### config.mk
export PLATFORM = sky130hd
export DESIGN_NAME = asid_tlb
export DESIGN_NICKNAME = d
export VERILOG_FILES = /design/src/rtl/tlb_pkg.sv /design/src/rtl/tlb_cam_row.sv /design/src/rtl/tlb_victim_sel.sv /design/src/rtl/asid_tlb.sv
export SDC_FILE = /design/constraint.sdc
export NUM_CORES = 1
export LEC_CHECK = 0
export ABC_AREA = 1
export BUFFER_PORTS_ARGS = -buffer_cell sky130_fd_sc_hd__buf_2
export CORE_ASPECT_RATIO = 0.7
export CORE_UTILIZATION = 23
export CTS_CLUSTER_SIZE = 30
export DETAILED_ROUTE_END_ITERATION = 6
export PLACE_DENSITY = 0.5
export SLEW_MARGIN = 0
export SYNTH_ARGS = -nofsm -noshare
export SYNTH_HDL_FRONTEND = slang
export SYNTH_SLANG_ARGS = --single-unit
### constraint.sdc
create_clock -name clk -period 3.2 [get_ports clk]
set_clock_uncertainty 0.2 [all_clocks]
set_input_delay 0.32 -clock clk [delete_from_list [all_inputs] [get_ports clk]]
set_output_delay 0.32 -clock clk [all_outputs]
set_load 0.01 [all_outputs]
### src/rtl/tlb_pkg.sv
package tlb_pkg;
  localparam int unsigned VA_W_D    = 32;
  localparam int unsigned OFS_W_D   = 12;
  localparam int unsigned PFN_W_D   = 20;
  localparam int unsigned ASID_W_D  = 8;
  localparam int unsigned ENTRIES_D = 8;
endpackage

### src/rtl/tlb_cam_row.sv
module tlb_cam_row #(
  parameter int unsigned N      = 8,
  parameter int unsigned VPN_W  = 20,
  parameter int unsigned ASID_W = 8
) (
  input  logic [N-1:0]             valid,
  input  logic [N-1:0][VPN_W-1:0]  tag_vpn,
  input  logic [N-1:0][ASID_W-1:0] tag_asid,
  input  logic [VPN_W-1:0]         q_vpn,
  input  logic [ASID_W-1:0]        q_asid,
  output logic [N-1:0]             match
);
  for (genvar g = 0; g < N; g++) begin : g_cmp
    assign match[g] = valid[g] && (tag_vpn[g] == q_vpn) && (tag_asid[g] == q_asid);
  end
endmodule

### src/rtl/tlb_victim_sel.sv
module tlb_victim_sel #(
  parameter int unsigned N     = 8,
  parameter int unsigned IDX_W = 3
) (
  input  logic [N-1:0]     valid,
  input  logic [N-1:0]     same,
  input  logic [IDX_W-1:0] ptr,
  output logic [IDX_W-1:0] idx,
  output logic             use_ptr
);
  always_comb begin
    idx     = ptr;
    use_ptr = 1'b1;
    if (|same) begin
      use_ptr = 1'b0;
      for (int i = 0; i < N; i++) if (same[i]) idx = IDX_W'(i);
    end else if (~&valid) begin
      use_ptr = 1'b0;
      for (int i = N - 1; i >= 0; i--) if (!valid[i]) idx = IDX_W'(i);
    end
  end
endmodule

### src/rtl/asid_tlb.sv
module asid_tlb
  import tlb_pkg::*;
#(
  parameter int unsigned VA_W    = VA_W_D,
  parameter int unsigned OFS_W   = OFS_W_D,
  parameter int unsigned PFN_W   = PFN_W_D,
  parameter int unsigned ASID_W  = ASID_W_D,
  parameter int unsigned ENTRIES = ENTRIES_D,
  localparam int unsigned VPN_W  = VA_W - OFS_W,
  localparam int unsigned PA_W   = PFN_W + OFS_W,
  localparam int unsigned IDX_W  = (ENTRIES > 1) ? $clog2(ENTRIES) : 1
) (
  input  logic              clk,
  input  logic              rst,
  input  logic              lookup_req_i,
  input  logic [VA_W-1:0]   lookup_vaddr_i,
  input  logic [ASID_W-1:0] cur_asid_i,
  input  logic              fill_en_i,
  input  logic [VPN_W-1:0]  fill_vpn_i,
  input  logic [ASID_W-1:0] fill_asid_i,
  input  logic [PFN_W-1:0]  fill_pfn_i,
  input  logic              flush_i,
  input  logic              ptbr_we_i,
  input  logic [VA_W-1:0]   ptbr_data_i,
  output logic              rsp_valid_o,
  output logic              rsp_hit_o,
  output logic [PA_W-1:0]   rsp_paddr_o
);
  logic [ENTRIES-1:0]             valid_q;
  logic [ENTRIES-1:0][VPN_W-1:0]  vpn_q;
  logic [ENTRIES-1:0][ASID_W-1:0] asid_q;
  logic [ENTRIES-1:0][PFN_W-1:0]  pfn_q;
  logic [IDX_W-1:0]               ptr_q;
  logic [VA_W-1:0]                ptbr_q;

  logic [ENTRIES-1:0] lk_match, fl_match;
  logic [IDX_W-1:0]   fill_idx;
  logic               fill_use_ptr;
  logic               flush_all, fill_go;
  logic [PFN_W-1:0]   lk_pfn;

  tlb_cam_row #(.N(ENTRIES), .VPN_W(VPN_W), .ASID_W(ASID_W)) u_lk_cam (
    .valid(valid_q), .tag_vpn(vpn_q), .tag_asid(asid_q),
    .q_vpn(lookup_vaddr_i[VA_W-1:OFS_W]), .q_asid(cur_asid_i), .match(lk_match)
  );

  tlb_cam_row #(.N(ENTRIES), .VPN_W(VPN_W), .ASID_W(ASID_W)) u_fl_cam (
    .valid(valid_q), .tag_vpn(vpn_q), .tag_asid(asid_q),
    .q_vpn(fill_vpn_i), .q_asid(fill_asid_i), .match(fl_match)
  );

  tlb_victim_sel #(.N(ENTRIES), .IDX_W(IDX_W)) u_victim (
    .valid(valid_q), .same(fl_match), .ptr(ptr_q),
    .idx(fill_idx), .use_ptr(fill_use_ptr)
  );

  assign flush_all = flush_i || (ptbr_we_i && (ptbr_data_i != ptbr_q));
  assign fill_go   = fill_en_i && !flush_all;

  always_comb begin
    lk_pfn = '0;
    for (int i = 0; i < ENTRIES; i++) if (lk_match[i]) lk_pfn |= pfn_q[i];
  end

  // control state
  always_ff @(posedge clk) begin
    if (rst) begin
      valid_q <= '0;
      ptr_q   <= '0;
      ptbr_q  <= '0;
    end else begin
      if (ptbr_we_i) ptbr_q <= ptbr_data_i;
      if (flush_all) begin
        valid_q <= '0;
        ptr_q   <= '0;
      end else if (fill_go) begin
        valid_q[fill_idx] <= 1'b1;
        if (fill_use_ptr)
          ptr_q <= (ptr_q == IDX_W'(ENTRIES - 1)) ? '0 : ptr_q + 1'b1;
      end
    end
  end

  // tag and frame storage, no reset
  always_ff @(posedge clk) begin
    if (fill_go) begin
      vpn_q[fill_idx]  <= fill_vpn_i;
      asid_q[fill_idx] <= fill_asid_i;
      pfn_q[fill_idx]  <= fill_pfn_i;
    end
  end

  // registered response
  always_ff @(posedge clk) begin
    if (rst) begin
      rsp_valid_o <= 1'b0;
      rsp_hit_o   <= 1'b0;
      rsp_paddr_o <= '0;
    end else begin
      rsp_valid_o <= lookup_req_i;
      rsp_hit_o   <= lookup_req_i && (|lk_match);
      rsp_paddr_o <= (lookup_req_i && (|lk_match)) ? {lk_pfn, lookup_vaddr_i[OFS_W-1:0]} : '0;
    end
  end


  no_dup_entry_chk: assert property (@(posedge clk) disable iff (rst) $onehot0(lk_match));

  flush_clears_chk: assert property (@(posedge clk) disable iff (rst) flush_all |=> (valid_q == '0));

  rsp_timing_chk: assert property (@(posedge clk) disable iff (rst) lookup_req_i |=> rsp_valid_o);

  rsp_idle_chk: assert property (@(posedge clk) disable iff (rst) !lookup_req_i |=> !rsp_valid_o);

  offset_pass_chk: assert property (@(posedge clk) disable iff (rst)
    lookup_req_i |=> (!rsp_hit_o || rsp_paddr_o[OFS_W-1:0] == $past(lookup_vaddr_i[OFS_W-1:0])));

  miss_zero_chk: assert property (@(posedge clk) disable iff (rst) !rsp_hit_o |-> (rsp_paddr_o == '0));

  fill_lands_chk: assert property (@(posedge clk) disable iff (rst) fill_go |=> (valid_q != '0));
endmodule

=== Word level (Yosys, flattened, before mapping) ===
Cells that the tools add are included.

* Input port bits: 126
* Register bits: 461

* Bitwise logic cells: 9
* Add/subtract/negate cells: 1
* Equal/unequal tests: 34
* $lt $le $gt $ge: 2
* Multiplexer cells: 38
* Reductions and logical operators: 44

{| class="wikitable"
|+ Operators by type and width
! kind !! number
|-
| 160-bit bitwise mux || 2
|-
| 20-bit equality test || 16
|-
| 20-bit two-way mux || 9
|-
| 20-bit bitwise OR || 7
|-
| 8-bit equality test || 16
|-
| 64-bit bitwise mux || 1
|-
| 20-bit demux with 3-bit select || 1
|-
| 3-bit two-way mux || 19
|-
| 1-bit logical AND || 36
|-
| 32-bit inequality test || 1
|-
| 8-bit demux with 3-bit select || 1
|-
| 8-bit OR reduction || 2
|-
| 8-bit two-way mux || 1
|-
| 8-bit bitwise OR || 1
|-
| 8-bit AND reduction || 1
|-
| 3-bit by 4-bit less-than comparator with 1-bit output (second input constant) || 1
|-
| 2-bit OR reduction || 2
|-
| 3-bit by 1-bit adder with 3-bit output (second input constant) || 1
|-
| 1-bit demux with 3-bit select || 1
|-
| 3-bit equality test (second input constant) || 1
|-
| 3-bit by 1-bit >= comparator with 1-bit output (second input constant) || 1
|-
| 1-bit two-way mux || 3
|-
| 2-bit AND reduction || 1
|-
| 1-bit zero test || 1
|-
| other kinds (2) || 2
|}

=== Depth between registers and ports, before layout ===
Gate-level depths: netlist (run 1).

* Depth after elaboration: 18
* Depth in mapped cells: 21

=== By module ===
Synthesis (run 1) repeated with hierarchy kept, for this count alone.

* Cell total of the unflattened synthesis: 3049
* Area total of the unflattened synthesis: 23945.5 um^2

{| class="wikitable"
|+ By module, submodules not included
! module !! cells each !! seq. area each (um^2) !! area each (um^2) !! instances
|-
| asid_tlb || 934 || 13072.5 || 15471.1 || 1
|-
| tlb_cam_row || 1032 || 0.0 || 4119.0 || 2
|-
| tlb_victim_sel || 51 || 0.0 || 236.5 || 1
|}

=== Least setup slack after synthesis (run 1) ===
Ideal clock, no wire load.

* Path type: input -> register
* From: in fill_asid_i[6]
* To: reg asid_q[10] (netlist bit) (enable)
* Stages on the path: 15
* Library setup time: 0.402 ns
* Data required time: 2.598 ns
* Path buffers: 1
* Arrival: 2.675 ns
* Path slack: -0.077 ns
* Cells stage by stage: buf_4 inv_2 or2_2 and3_1 nand3b_1 nor2_1 nand2_1 nand2_2 nor2_4 nand2_1 nand2_1 nand2_1 nor2_1 nand3_1 inv_1

{| class="wikitable"
|+ RTL lines
! item !! line !! RTL
|-
| from (decl) || asid_tlb.sv:20 || <nowiki>input logic [ASID_W-1:0] fill_asid_i,</nowiki>
|-
| to (signal, indexed assignment) || asid_tlb.sv:88 || <nowiki>asid_q[fill_idx] <= fill_asid_i;</nowiki>
|-
| to (decl) || asid_tlb.sv:31 || <nowiki>logic [ENTRIES-1:0][ASID_W-1:0] asid_q;</nowiki>
|}

==> run summary, run 1 <==
The tools report the launching element type of the critical path as a flop. In this run the power spent charging and discharging nets is 3.976 mW. The number of cell rows was 99. The final count of hold timing violations came out at 0.

The count of nets left with antenna violations once routing finished came out at 0. After Yosys synthesis, XOR and XNOR cells account for 5.212% of the synthesized area. The number of nets in the synthesized netlist is 2913. After detailed routing, the number of vias per cell comes to 4.886. By count the netlist is led by nand2_1, edfxtp_1, inv_1, nor2_1, nand3_1. The vertical die dimension was 273.2 um; the portion of the post-synthesis area used by sequential elements was 54.08%. The post-route netlist has 28.93% of its cells at a drive strength greater than 1.

Of all flip-flops after synthesis, the portion carrying an async set or reset was 0%. The die covers 106400 um2. For the total number of yosys warnings, the log shows 0.

Power spread over the standard cell area amounts to 418.3 nW/um2. The level count of the clock H-tree is 2, and the mux contribution to synthesized area is 0%. Static timing analysis puts the maximum clock frequency at 307.4 MHz. The final critical path takes up 101.7% of the cycle. CTS saw 461 sinks. The synthesized netlist devotes 0.1035% of its cell area to adder and majority cells. For the total setup violations reported at the end of the flow, the log shows 53. Sequential cells burn 43.9% of the power.

The number of buffers added by the clock tree synthesis step is 53, and the combinational share of power is 12.6%. Before antenna repair, the detailed router went through 7 iterations. For the smallest setup slack after layout, the log shows -0.05324 ns.

The floorplan step set the die width to 389.5 um. The run gives 1.090 as the final RePlAce weighted congestion. The part of the total power dissipated in the clock network is 43.5%, and the post-synthesis instance total is 2785.

The mapped netlist covers 24170 um2. The first global-routing pass estimated 183700 um of wire. The root buffer selected by CTS is clkbuf_16. The synthesized area per cell is 8.680 um2, and the final critical-path required period is 3.253 ns. The synthesized netlist devotes 6.770% of its cell area to compound gates. The synthesized netlist devotes 26.34% of its cell area to simple gates. The number of different library cells used by synthesis comes to 49. By area the synthesized netlist is led by edfxtp_1, nand2_1, dfxtp_1. Headroom to the max-slew limit came out at 53.73%.

The accumulated negative setup slack is -1.192 ns. 160 I/O pins were placed. The post-synthesis sequential element count is 461. TritonCTS built the clock tree. The leading cell type by number of instances after synthesis was nand2_1. The run finished, with violations left. The run gives 6 as the number of antenna violations at the first check in global routing. The insertion delay of the later-clocked pin in the worst-skew pair was 0.65 ns; the switching power as a share of total power was 26.59%.

Setup repair after global routing could not meet its margin everywhere. For the worst setup path, the data required time is 3.31 ns. The placed instances occupy a cell area of 31120 um2. Cell type with the highest aggregate area in the netlist: edfxtp_1. The area of the core region is 104200 um2. The checks that failed: negative setup slack.

No sink is reached through more buffers than the 3 on the longest clock path. The worst-case IR drop observed on VDD is 0.4536 mV. Dividing the detail-routed wire length by the instance count gives 27.06 um. In this run the worst hold path is classified as primary input to flop.

The worst reg-to-reg setup slack was -0.05 ns; the portion of synthesized cell area occupied by the leading cell type was 47.70%. The clock-pin slew on the worst setup and hold paths was 0.07 ns. Across all hold checks on the routed design, the worst slack comes to 0.02593 ns. Entering global routing, the biggest net connects 39 pins.

Global routing consumed, over all layers together, 24.90% of the routing resources. The logs give 15.23 nW for the leakage power of the design and 22750 for the number of global-route vias before repair. Type of destination of the critical path: a flop. The HPWL after detailed placement is 99540 um.

The run gives 3550 as the detailed router's first-iteration violation count. The logs give 138300 um for the total wire length after detailed routing and 3.36 ns for the critical path data arrival time. For the via count, the log shows 24980. Among all flip-flop cells after synthesis, the most frequent one is edfxtp_1. The post-layout instance area came out at 35740 um2.

The tools report the max capacitance violation total as 0. Compared with the post-synthesis result, the final layout area differs by 47.86%. Starting density of the core: 23.20%. At the pin with the least slew margin, the transition time is 0.6940 ns.

Number of inserted filler cells in the final layout: 10780. Summed over all layers, the global routing overflow is 0. The critical path in this run is classified as flop to flop. The final layout contains 3779 nets. Cell internal power was estimated by the tool at 10.98 mW. By area, the combinational part of the netlist is dominated by simple AND/OR/NAND/NOR gates. The number of pins with negative max-slew slack in the final report is 0, and the count of flip-flops with a built-in enable after synthesis is 384. The count of buffers added on input and output ports is 159. The remaining routing DRC violations was 0; the maximum fanout along the worst path was 8.
==> power by group through the flow <==
stage | Sequential, mW | Clock (mW) | Combinational [mW]
floorplan | 6.69 | 0 | 0.602
global placement | 6.69 | 0 | 1.61
detailed placement | 6.69 | 0 | 1.61
CTS | 6.56 | 6.59 | 1.75
global route | 6.56 | 6.80 | 1.92
finish | 6.56 | 6.51 | 1.88
==> routing by layer <==
| metal | track usage, % | up-vias | share of wire (%) |
|---|---|---|---|
| li1 | - | 11010 | - |
| met1 | 37.27 | 12100 | 45 |
| met2 | 32.57 | 1607 | 38 |
| met3 | 8.749 | 254 | 14 |
| met4 | 7.677 | 2 | 3.6 |
| met5 | 0 | - | 0.0094 |
==> sequential cells by signal, indices dropped and copies added, names as in the netlist <==
name and cells:
asid_q 64, pfn_q 160, ptr_q 3, rsp_paddr_o 32, vpn_q 160, valid_q 8
ptbr_q 32, rsp_valid_o 1, rsp_hit_o 1
==> area by class of cell <==
cell class	instances	area [um2]	area share (%)
repair buffers	897	7981	22.33
inverters	345	1326	3.711
flip-flops and latches	461	13070	36.57
multi-input cells	1893	9781	27.36
well taps	1414	1769	4.950
clock buffers	65	1464	4.096
clock inverters	34	341.6	0.9557
diodes	3	7.507	0.02100
==> placed cells by master, fill, tap and decap left out, types with 8 or more instances in the layout <==
cell type / netlist / layout
buf_16: 0 / 15
nor2_1: 282 / 257
xnor2_1: 126 / 118
xnor2_2: 1 / 8
dlygate4sd3_1: 0 / 115
clkinv_1: 2 / 10
dfxtp_1: 77 / 77
nor3_1: 21 / 17
nand3_1: 143 / 134
inv_1: 315 / 300
a21oi_1: 53 / 50
nand3b_1: 11 / 11
o22ai_1: 98 / 98
clkinv_2: 1 / 10
o2111ai_1: 12 / 11
o21ai_0: 53 / 50
clkinvlp_4: 0 / 12
o21ai_1: 6 / 9
buf_6: 8 / 15
a211oi_1: 11 / 11
nand2_2: 4 / 34
xor2_1: 16 / 15
buf_12: 0 / 61
and2_1: 8 / 8
buf_2: 38 / 159
edfxtp_1: 384 / 384
or2_2: 20 / 20
a221oi_1: 22 / 22
nand2_1: 847 / 811
clkbuf_16: 0 / 67
buf_4: 23 / 516
nand4_1: 90 / 90
inv_2: 27 / 34
nor2_4: 1 / 12
nor2_2: 29 / 43
==> critical path, stage by stage (launching register included) <==
cell        delay [ns]
edfxtp_1          0.41
or2_2             0.36
nand2_1           0.07
inv_1             0.03
nand2_1           0.05
nor2_1            0.05
nand2_2           0.13
nor2_4            0.06
nor2_4            0.22
nor2b_4           0.26
nand2_2           0.09
nand2_4           0.09
nand2_4           0.06
buf_6             0.12
nor2_4            0.15
nand2_2           0.09
clkinvlp_4        0.09
buf_12            0.19
buf_16            0.17
==> through the flow <==
stage | utilization, % | power (mW) | instances | setup WS (ns)
6_report | 34.31 | 14.95 | 5112 | -0.05324
5_1_grt | 34.31 | 15.28 | 5110 | -0.1113
4_1_cts | 33.43 | 14.91 | 5071 | -0.001978
3_5_place_dp | 29.87 | 8.298 | 4822 | -0.5823
3_3_place_gp | 29.87 | 8.304 | 4822 | -0.6216
2_1_floorplan | - | 7.291 | 2785 | 0.2138
==> cell families after synthesis <==
kind of cell | after synthesis
AO/OA/AOI/OAI | 264
buffers and inverters | 431
XOR/XNOR | 143
flip-flops | 461
adder cells (fa/ha/maj) | 2
AND/OR/NAND/NOR | 1484
==> path summary, 6_finish.rpt <==
path                   from    endpoint  cells past startpoint
max              asid_q[31]   pfn_q[10]                     18
max reg2reg      asid_q[31]   pfn_q[10]                     18
min reg2reg      ptbr_q[28]  ptbr_q[28]                      2
min          fill_asid_i[5]  asid_q[21]                      3
==> repair_timing <==
action                                  CTS  global route
endpoints found under the setup margin  384           415
gates cloned                             11            15
hold buffers                            116             0
hold endpoints to repair                293             0
pin swaps                                10            30
resized for setup                        59           106
setup buffers                            23            29
No activity file was read; power rests on OpenSTA's default activity.
==> run 2, diff against run 1 <==
--- a/config.mk
+++ b/config.mk
@@ -12,6 +12,7 @@
 export CTS_CLUSTER_SIZE = 30
 export DETAILED_ROUTE_END_ITERATION = 6
 export PLACE_DENSITY = 0.5
+export REMOVE_ABC_BUFFERS = 1
 export SLEW_MARGIN = 0
 export SYNTH_ARGS = -nofsm -noshare
 export SYNTH_HDL_FRONTEND = slang
==> run 2 against run 1 <==
  * The run now ends clean
  * Critical path depth unchanged
  * Die area unchanged
  * Worst setup slack gained 0.079 ns
  * First-iteration DRC count increased by 4.5%
  * Via count is 3.8% lower
  * Sequential power hardly changed
  * Register-to-register slack improved by 0.10 ns
  * Sequential share of layout area rose by 2.3 points
  * Largest power group unchanged
==> run summary, run 2 (same netlist as run 1, synthesis figures left out) <==
The number of cell rows is 99. The startpoint of the most critical hold path was fill_vpn_i[10]. Entering global routing, the biggest net connects 39 pins.

The die outline width is 389.5 um. Summed over all layers, the global routing overflow is 0. In this run the tightest slew margin relative to its limit is 46.55%. Subtracting the final worst setup slack from the clock period gives 3.174 ns. Via count: 24020. The worst register-to-register path begins at valid_q[7]. The number of antenna violations at the first check in global routing was 15. The logs give 160 for the count of pins on the block boundary and 0 for the total setup violations reported at the end of the flow. Along the worst path, the maximum fanout reaches 32. The flow ran to the end, and the final reports show no timing, DRC or antenna violations. The number of pins with negative max-slew slack in the final report was 0. Traced cell by cell, the critical path runs through buf_2 > dlygate4sd3_1 > buf_4 > nand2_1 > nand2_1 > inv_1 > nand4_1 > nor2_1 > nand2_1 > nor2_4 > nor2_1 > nand3_1 > nor2_2 > nand2_2 > nand2_2 > nand2_1 > inv_2 > buf_12. The area growth from synthesis to layout is 39.03%. For the detailed router's first-iteration violation count, the log shows 3710. At the end of routability-driven placement, the weighted congestion stood at 1.050.

During placement, the flow inserted port buffers numbering 159. Setup repair after global routing could not meet its margin everywhere. CTS placed an instance of clkbuf_16 at the clock tree root. The run gives 106400 um2 as the area of the die. The finished cells cover 33610 um2. The smallest setup slack after layout is 0.02566 ns.

The type of destination of the critical path is a flop. The number of nets in the layout is 3590. After clock tree synthesis, the clock-pin slew on the worst setup and hold paths is 0.06 ns. The number of global-route vias before repair came out at 22260.

At the pin with the least slew margin, the transition time is 0.8018 ns. In this run, CTS created clock tree buffers numbering 53. Measured in cells, the most critical reg-to-reg path has a length of 13.

The tools report the number of clock sinks as 461. The starting density of the core is 23.20%, and the final count of hold timing violations is 0. The ratio of final minimum period to clock period was 99.20%. Adding up every negative setup slack in the final design gives 0 ns. The analysis attributes to cell leakage a power of 14.18 nW.

The tools report the insertion delay of the later-clocked pin in the worst-skew pair as 0.66 ns. Along the worst hold path, the cell count comes to 2. The tools report the detailed placer's ending HPWL as 95200 um. The slowest stage of the critical path belongs to the cell dlygate4sd3_1. The run gives 13070 um2 as the sequential standard cell area.

Area of combinational cells with multiple inputs: 9439 um2. Dividing the detail-routed wire length by the instance count gives 25.94 um. In this run, placement finished with an instance count of 4697. Across all register-to-register paths, the minimum setup slack is 0.05 ns. The detailed-routing iteration count for the pre-antenna-repair pass came out at 6. The area of the core region was 104200 um2.

The library cell used most frequently in the layout, excluding fill and tap cells, is nand2_1. Max-cap violations in this run came to 0. Summing all placed instances gives a cell area of 30260 um2. The power consumption is 14.83 mW, and the global-route wire length before repair is 173200 um. The number of buffers and inverters on the critical path is 6.

Cells with a size suffix above 1 make up 23.41% of the layout. Measured along the y axis, the die boundary spans 273.2 um. For this run, the slowest stage of the critical path takes 0.58 ns. The kind of critical path was primary input to flop. The layout has 10920 filler cells. The count of nets left with antenna violations once routing finished came out at 0. By instance count, the cell type seen most on the critical path is nand2_1. The total wire length after detailed routing was 127700 um; the level count of the clock H-tree was 2. The worst hold path terminates at vpn_q[110].

The tools report the maximum VDD drop as 0.4231 mV. The capture point of the worst reg-to-reg path is pfn_q[47]. The global routing usage summed across all routing layers was 23.31%. The class of the tightest hold or removal check was primary input to flop. Data required time at the worst endpoint: 3.32 ns. The maximum root-to-sink buffer count came out at 3. Data arrives at the worst endpoint at 3.29 ns. The tools report the worst-case setup slack after placement as -0.3241 ns. The library cells used most frequently in the layout, excluding fill and tap cells, are nand2_1, edfxtp_1, buf_4. Dividing total power by cell area gives a power density of 441.3 nW/um2. For the highest attainable clock frequency, the log shows 315.0 MHz.

STA classifies the critical path startpoint as a primary input. After detailed routing, the number of vias per cell comes to 4.881. TritonCTS built the clock tree. The category of cells accounting for the largest share of critical-path delay is simple AND/OR/NAND/NOR gates. For this run, design rule violations remaining after detail routing come to 0. The largest registers in the layout are pfn_q: 160 flops, vpn_q: 160 flops, asid_q: 64 flops. For this run, the number of standard cells in the final layout without fillers is 4922.
run 2: how the worst max path moves through the flow:
stage          cells after the start  slack (ns)              end      startpoint
4_1_cts                           23       0.003        pfn_q[55]  fill_asid_i[6]
6_report                          18        0.03         pfn_q[7]  fill_vpn_i[13]
3_3_place_gp                      20       -0.38        pfn_q[44]  fill_vpn_i[16]
2_1_floorplan                     10       -0.09  rsp_paddr_o[14]       vpn_q[67]
3_5_place_dp                      20       -0.32        pfn_q[44]  fill_vpn_i[16]
5_1_grt                           18       -0.03       asid_q[33]       vpn_q[50]
run 2: area by class of cell:
class / instances / area share (%)
Tap cell: 1414 / 5.264
Timing Repair Buffer: 708 / 18.40
Sequential cell: 461 / 38.90
Clock inverter: 36 / 1.165
Antenna cell: 1 / 0.007446
Clock buffer: 64 / 4.263
Multi-Input combinational cell: 1893 / 28.09
Inverter: 345 / 3.917
run 2: repair_timing:
action                                 4_1_cts  5_1_grt
hold buffers                               113        1
pin swaps                                    0        1
resized for setup                            2       50
cloned                                       0        8
buffers inserted                             0        4
endpoints found under the hold margin      292        2
setup endpoints to repair                  103      384
run 2: through the flow:
step                      utilization [%]  hold slack, ns
after floorplan                         -          0.1891
after global placement              29.05          0.2608
after detailed placement            29.05          0.2648
after CTS                           31.89       0.0007254
after global routing                32.26         0.01374
final                               32.26        0.009864
run 2: worst reg2reg max path, delay by kind of cell, from the launching register on:
family	cells	cell delay, ns
simple gates	9	1.48
buf+inv	4	0.65
flops	1	0.55
run 2: per-layer routing:
layer	vias to the layer above	routed length, um	track usage [%]
met5	-	40	0
met4	8	5207	8.879
li1	10620	-	-
met1	11530	56720	34.88
met3	257	17210	6.394
met2	1609	48500	31.12
run 2: report_power, final:
part	internal [mW]	total [mW]	switching [mW]
Combinational	0.679	1.85	1.17
Clock	3.63	6.42	2.79
Sequential	6.54	6.56	0.0265
Total	10.8	14.8	3.98
